**config.mk**
```make
export PLATFORM = sky130hd
export DESIGN_NAME = xfr_recorder
export DESIGN_NICKNAME = d
export VERILOG_FILES = /design/src/rtl/xfr_pkg.sv /design/src/rtl/xfr_ctrl.sv /design/src/rtl/xfr_datapath.sv /design/src/rtl/xfr_recorder.sv
export SDC_FILE = /design/constraint.sdc
export NUM_CORES = 1
export LEC_CHECK = 0
export ABC_CLOCK_PERIOD_IN_PS = 2000
export CORE_AREA = 2 2 112 114
export DETAILED_ROUTE_END_ITERATION = 7
export DIE_AREA = 0 0 114 116
export DONT_BUFFER_PORTS = 1
export MAX_ROUTING_LAYER = met4
export PLACE_DENSITY = 0.61
export SLEW_MARGIN = 20
export SYNTH_ARGS = -nofsm -noshare
export SYNTH_HDL_FRONTEND = slang
export SYNTH_HIERARCHICAL = 1
export SYNTH_SLANG_ARGS = --single-unit
export TNS_END_PERCENT = 100
```
**constraint.sdc**
```tcl
create_clock -name clk -period 2 [get_ports clk]
set_clock_uncertainty 0.05 [all_clocks]
set_input_delay 0.2 -clock clk [delete_from_list [all_inputs] [get_ports clk]]
set_output_delay 0.2 -clock clk [all_outputs]
set_load 0.05 [all_outputs]
```
**src/rtl/xfr_pkg.sv**
```systemverilog
package xfr_pkg;
  localparam int REC_BIT   = 0;
  localparam int TRACE_BIT = 6;
  localparam int NUM_REGS  = 4;

  typedef enum logic [1:0] {
    KIND_BRANCH = 2'd0,
    KIND_IRQ    = 2'd1,
    KIND_FAULT  = 2'd2,
    KIND_DEBUG  = 2'd3
  } xferKind_e;

  // register slots, in read-select order
  localparam int SLOT_BR_FROM = 0;
  localparam int SLOT_BR_TO   = 1;
  localparam int SLOT_EX_FROM = 2;
  localparam int SLOT_EX_TO   = 3;

  typedef struct packed {
    logic loadBranch;
    logic copyToExc;
  } xferStrobe_t;
endpackage

```
**src/rtl/xfr_ctrl.sv**
```systemverilog
module xfr_ctrl
  import xfr_pkg::*;
(
  input  logic        clk,
  input  logic        rstN,
  input  logic        evtValid,
  input  logic [1:0]  evtKind,
  input  logic        cfgWe,
  input  logic        wrRec,
  input  logic        wrTrace,
  output xferStrobe_t strb,
  output logic        recFlag,
  output logic        trFlag
);
  logic recFlagQ, trFlagQ;
  logic recOn, isDebug, isFault;

  always_comb begin
    recOn   = recFlagQ & ~trFlagQ;
    isDebug = evtValid && (xferKind_e'(evtKind) == KIND_DEBUG);
    isFault = (xferKind_e'(evtKind) == KIND_IRQ) || (xferKind_e'(evtKind) == KIND_FAULT);
    strb.loadBranch = evtValid & recOn & ~isDebug;
    strb.copyToExc  = evtValid & recOn & isFault;
  end

  always_ff @(posedge clk) begin
    if (!rstN) begin
      recFlagQ <= 1'b0;
      trFlagQ  <= 1'b0;
    end else begin
      if (cfgWe) begin
        recFlagQ <= wrRec;
        trFlagQ  <= wrTrace;
      end
      // a debug exception stops recording, even against a concurrent write
      if (isDebug) recFlagQ <= 1'b0;
    end
  end

  assign recFlag = recFlagQ;
  assign trFlag  = trFlagQ;
endmodule

```
**src/rtl/xfr_datapath.sv**
```systemverilog
module xfr_datapath
  import xfr_pkg::*;
#(
  parameter int ADDR_W = 32
) (
  input  logic                             clk,
  input  logic                             rstN,
  input  xferStrobe_t                      strb,
  input  logic [ADDR_W-1:0]                evtFrom,
  input  logic [ADDR_W-1:0]                evtTo,
  output logic [NUM_REGS-1:0][ADDR_W-1:0]  regsQ
);
  always_ff @(posedge clk) begin
    if (!rstN) begin
      regsQ <= '0;
    end else begin
      // copy reads the pre-edge branch pair; load overwrites it on the same edge
      if (strb.copyToExc) begin
        regsQ[SLOT_EX_FROM] <= regsQ[SLOT_BR_FROM];
        regsQ[SLOT_EX_TO]   <= regsQ[SLOT_BR_TO];
      end
      if (strb.loadBranch) begin
        regsQ[SLOT_BR_FROM] <= evtFrom;
        regsQ[SLOT_BR_TO]   <= evtTo;
      end
    end
  end
endmodule

```
**src/rtl/xfr_recorder.sv**
```systemverilog
module xfr_recorder
  import xfr_pkg::*;
#(
  parameter int ADDR_W = 32,
  parameter int CFG_W  = 8
) (
  input  logic              clk,
  input  logic              rstN,
  input  logic              evtValid,
  input  logic [1:0]        evtKind,
  input  logic [ADDR_W-1:0] evtFrom,
  input  logic [ADDR_W-1:0] evtTo,
  input  logic              cfgWe,
  input  logic [CFG_W-1:0]  cfgWdata,
  output logic [CFG_W-1:0]  cfgRdata,
  input  logic [1:0]        rdSel,
  output logic [ADDR_W-1:0] rdData
);
  xferStrobe_t                      strb;
  logic                             recFlag, trFlag;
  logic [NUM_REGS-1:0][ADDR_W-1:0]  regsQ;

  xfr_ctrl i_ctrl (
    .clk     (clk),
    .rstN    (rstN),
    .evtValid(evtValid),
    .evtKind (evtKind),
    .cfgWe   (cfgWe),
    .wrRec   (cfgWdata[REC_BIT]),
    .wrTrace (cfgWdata[TRACE_BIT]),
    .strb    (strb),
    .recFlag (recFlag),
    .trFlag  (trFlag)
  );

  xfr_datapath #(.ADDR_W(ADDR_W)) i_dp (
    .clk    (clk),
    .rstN   (rstN),
    .strb   (strb),
    .evtFrom(evtFrom),
    .evtTo  (evtTo),
    .regsQ  (regsQ)
  );

  always_comb begin
    cfgRdata            = '0;
    cfgRdata[REC_BIT]   = recFlag;
    cfgRdata[TRACE_BIT] = trFlag;
    rdData              = regsQ[rdSel];
  end
endmodule

```
==> results of run 1 <==
[report_power, final]
group	internal [W]	switching [W]
clock	0.00183	0.00103
combinational	0.000246	0.000203
sequential	0.00263	0.0000283
total	0.00471	0.00126
[layer usage]
metal / vias to the layer above / part of all wire / wire length (microns)
li1: 1738 / - / -
met3: 12 / 0.052 / 578
met2: 84 / 0.46 / 5030
met1: 1649 / 0.48 / 5280
met4: 0 / 0.013 / 142
met5: - / 0 / 0
[cells in the final DEF, fill, tap and decap left out, drive strengths merged]
cell type	instances
a221oi	1
buf	7
bufinv	1
clkbuf	27
clkinv	4
conb	6
dfxtp	130
dlygate4sd3	67
ha	1
inv	1
mux2i	129
mux4	32
nand2	1
nor2b	129
nor3	1
nor3b	1
o21ai	1
[cell families after synthesis]
logic type	Yosys count	share of synthesized area
fa+ha+maj	1	0.00212
simple gates	132	0.140
compound gates	2	0.00340
buf+inv	44	0.0693
mux	161	0.343
other cells	1	0.000637
flops	130	0.442
[registers in the layout, summed over array words and instances, names as in the netlist]
name,cells
i_ctrl/recFlag,1
i_ctrl/trFlag,1
i_dp/regsQ,128
[cell type report]
type	count	area [sq um]
Fill cell	977	4870
Multi-Input combinational cell	302	2910
Sequential cell	130	2600
Timing Repair Buffer	74	793
Clock buffer	27	503
Tap cell	147	184
Clock inverter	5	50.0
Inverter	1	3.75
[stage by stage]
stage	total power (W)	hold slack [ns]	setup slack, ns
3_5_place_dp	0.00302	0.242	0.399
6_report	0.00597	0.179	0.229
5_1_grt	0.00622	0.201	0.182
2_1_floorplan	0.00307	0.238	0.586
3_3_place_gp	0.00301	0.239	0.431
4_1_cts	0.00605	0.191	0.200
[final timing paths]
kind                           startpoint                      endpoint  slack, ns  depth (start not counted)
max           i_dp/regsQ[63]$_SDFFE_PN0P_                    rdData[31]       0.23                          1
min                                  rstN   i_dp/regsQ[55]$_SDFFE_PN0P_       0.18                          2
max reg2reg   i_ctrl/recFlag$_SDFFE_PP0P_   i_dp/regsQ[66]$_SDFFE_PN0P_       0.39                          5
min reg2reg  i_dp/regsQ[104]$_SDFFE_PN0P_  i_dp/regsQ[104]$_SDFFE_PN0P_       0.46                          2
[what timing repair did]
item	in CTS	in global routing
hold buffers	68	0
gates resized for setup	0	0
hold endpoints to repair	130	0
==> flow_metrics.tcl, run 1 <==
set metrics [dict create \
    status "complete, no violations" \
    worst_slew_pin_slew_ns 0.546 \
    maxCapViolCount 0 \
    synth_commonest_cells "dfxtp_1 (130), mux2i_1 (129), nor2b_1 (129)" \
    vdd_drop_max_v 0.000595 \
    synth-seq-cells 130 \
    use_met2 0.265 \
    setup_violations 0 \
    drive_above_1_share 0.122 \
    post-route-drc-count 0 \
    globalRouteMet3Util 0.0669 \
    relSlewSlack 0.638 \
    power.density_nw_per_um2 847 \
    wire_per_inst_microns 16.1 \
    fin_area_sq_um 7040 \
    grt_max_degree 130 \
    drt-total-wl_microns 11000 \
    htree_levels 4 \
    die_x_microns 114 \
    port_buffers 0 \
    first_pass_iters 4 \
    nets 607 \
    diodes 0 \
    critical-path-top-delay-family "multiplexers" \
    cts.clk_slew.worst_paths_ns 0.05 \
    post-route-period-util 0.886 \
    cts_tree "yes" \
    postRouteAntennaNets 0 \
    period_needed_ns 1.77 \
    power.leakage_nw 2.28 \
    slowest_stage "mux4_1" \
    yosysTopAreaCellShare 0.442 \
    slowest_delay_ns 0.79 \
    met1_usage 0.224 \
    placed_area_sq_um 5790 \
    syn2layout_area_growth_pct 19.6 \
    drtIter0Drc 149 \
    cts_root_buf "clkbuf_16" \
    row_count 40 \
    tns_ns 0 \
    busiest_layer "met2" \
    hold_violations 0 \
    cts_made_buffers 17 \
    cts_buffer_depth 2 \
    grt_util_all_layers 0.178 \
    final_core_util 0.591 \
    die_h_microns 116 \
    antenna_found_initial 0 \
    grt_pass1_wl_microns 17700 \
    critical_path.cell_chain "mux4_1" \
    grt_pass1_vias 3512 \
    cp.arrival_ns 1.52 \
    place_inst 586 \
    layout.cells.non_filler 686 \
    crit_required_ns 1.75 \
    viasPerCell 5.08 \
    ys.flop_type "dfxtp_1" \
    drv_slew 0 \
    critPathKind "register to output port" \
    syn_area_sq_um 5890 \
    synth_top_cell_by_area "dfxtp_1" \
    ios 120 \
    fmax_ghz 0.564 \
    synth.most_common_cell "dfxtp_1" \
    synthCells 471 \
    start_util 0.494 \
    post_cts_buffers 0 \
    synth_warnings 6 \
    worstSkewPairLatency_ns 0.41 \
    crit_path_start_kind "register" \
    end_kind "output port" \
    avgSynthCellArea_sq_um 12.5 \
    synth_edf_count 0 \
    synth_cell_types 19 \
    dieArea_sq_um 13200 \
    vias 3483 \
    synthTopCellsByArea "dfxtp_1 (44%), mux2i_1 (22%), nor2b_1 (14%)" \
    place_congestion 0.698 \
    worstPathMaxFanout 3 \
    grt_setup_unrepaired "no" \
    dp_hpwl_microns 6430 \
    grt_overflow_total 0 \
    hold_path.class "input pin to register" \
    async_flop_share 0 \
    numClockSinks 130 \
    yosysSeqAreaShare 0.442 \
    path_buf_inv 0 \
    core_region_area_sq_um 11900 \
]
Power figures use the tool's default switching activity.
==> inputs of run 2 (changes only) <==
- CORE_AREA: 2 2 112 114 -> 2 2 144 146
- DIE_AREA: 0 0 114 116 -> 0 0 146 148
- PLACE_DENSITY: 0.61 -> 0.4
==> flow_metrics.tcl, run 2 (synthesized netlist as in run 1, its figures left out) <==
set metrics [dict create \
    status "complete, no violations" \
    numClockSinks 130 \
    hold_path.class "input pin to register" \
    vias 3520 \
    start_util 0.294 \
    maxCapViolCount 0 \
    end_kind "output port" \
    crit_required_ns 1.75 \
    cp.arrival_ns 1.53 \
    drive_above_1_share 0.134 \
    largest_reg_flops 128 \
    first_pass_iters 4 \
    critical-path-top-delay-family "multiplexers" \
    grt_overflow_total 0 \
    syn2layout_area_growth_pct 22.4 \
    grt_max_degree 130 \
    worstPathMaxFanout 3 \
    htree_levels 4 \
    drt-total-wl_microns 12600 \
    nets 607 \
    post-route-drc-count 0 \
    cts_root_buf "clkbuf_16" \
    grt_setup_unrepaired "no" \
    layout.cells.non_filler 809 \
    diodes 0 \
    worstSkewPairLatency_ns 0.41 \
    antenna_found_initial 0 \
    vdd_drop_max_v 0.000495 \
    die_x_microns 146 \
    slowest_delay_ns 0.80 \
    fillers 2006 \
    whs_ns 0.155 \
    place_congestion 0.653 \
    crit_path_start_kind "register" \
    row_count 52 \
    post_cts_buffers 0 \
    port_buffers 0 \
    viasPerCell 4.35 \
    drv_slew 0 \
    power.density_nw_per_um2 843 \
    dp_hpwl_microns 7210 \
    fin_area_sq_um 7210 \
    wire_per_inst_microns 15.6 \
    power.leakage_nw 2.27 \
    critPathKind "register to output port" \
    core_region_area_sq_um 20000 \
    dieArea_sq_um 21600 \
    placed_area_sq_um 5950 \
    grt_pass1_wl_microns 20200 \
    hold_violations 0 \
    relSlewSlack 0.620 \
    tns_ns 0 \
    place_inst 709 \
    final_common_cell "dfxtp_1" \
    die_h_microns 148 \
    cts_made_buffers 17 \
    grt_util_all_layers 0.125 \
    grt_pass1_vias 3751 \
    setup_violations 0 \
    slowest_stage "mux4_1" \
    cts.clk_slew.worst_paths_ns 0.06 \
    cts_buffer_depth 2 \
    path_buf_inv 0 \
    post-route-period-util 0.890 \
    final_core_util 0.360 \
    worst_slew_pin_slew_ns 0.573 \
    critical_path.cell_chain "mux4_1" \
    period_needed_ns 1.78 \
    rrSetupSlack_ns 0.37 \
    ios 120 \
    drtIter0Drc 92 \
    regMostFlops "i_dp/regsQ" \
    final_cell_mix "dfxtp_1 (130), mux2i_1 (129), nor2b_1 (129)" \
    postRouteAntennaNets 0 \
    cts_tree "yes" \
    fmax_ghz 0.562 \
]
==> run 2: changes by cell type in the layout (fill, tap and decap cells not counted), sizes merged <==
cell / previous run / this run
clkbuf: 27 / 17
clkinv: 4 / 7
inv: 1 / 4
clkinvlp: 0 / 4
==> run 2: path summary, 6_finish.rpt <==
check,start,endpoint,depth (start not counted)
worst max-delay path,i_dp/regsQ[63]$_SDFFE_PN0P_,rdData[31],1
worst min-delay path,rstN,i_dp/regsQ[102]$_SDFFE_PN0P_,2
worst max register to register,i_ctrl/recFlag$_SDFFE_PP0P_,i_dp/regsQ[79]$_SDFFE_PN0P_,5
worst min register to register,i_dp/regsQ[81]$_SDFFE_PN0P_,i_dp/regsQ[81]$_SDFFE_PN0P_,2
==> run 2: timing repair <==
item / in CTS / in global routing
hold buffers: 68 / 0
gates resized for setup: 0 / 0
hold endpoints to repair: 130 / 0
==> run 2: layer usage <==
metal	track usage	share of wire	wire [microns]	vias to the layer above
met5	-	0	0	-
met4	0.0374	0.0087	110	0
met3	0.0485	0.055	689	5
met2	0.204	0.48	6110	75
met1	0.143	0.45	5690	1702
li1	-	-	-	1738
==> run 2: layout make-up <==
cell class / instances / area, sq um / share of cell area
Multi-Input combinational cell: 302 / 2910 / 0.403
Sequential cell: 130 / 2600 / 0.361
Timing Repair Buffer: 74 / 793 / 0.110
Clock buffer: 17 / 425 / 0.0590
Tap cell: 270 / 338 / 0.0469
Clock inverter: 15 / 136 / 0.0189
Inverter: 1 / 3.75 / 0.000521
==> run 2: report_power, final <==
group	internal, W	switching, W	leakage (nW)
clock	0.00172	0.00125	0.266
combinational	0.000246	0.000206	0.959
sequential	0.00263	0.0000280	1.05
==> run 2: metrics by stage <==
stage / power (W) / worst slack (ns)
floorplan: 0.00307 / 0.586
global placement: 0.00302 / 0.379
detailed placement: 0.00302 / 0.371
CTS: 0.00622 / 0.176
global route: 0.00636 / 0.143
finish: 0.00608 / 0.219
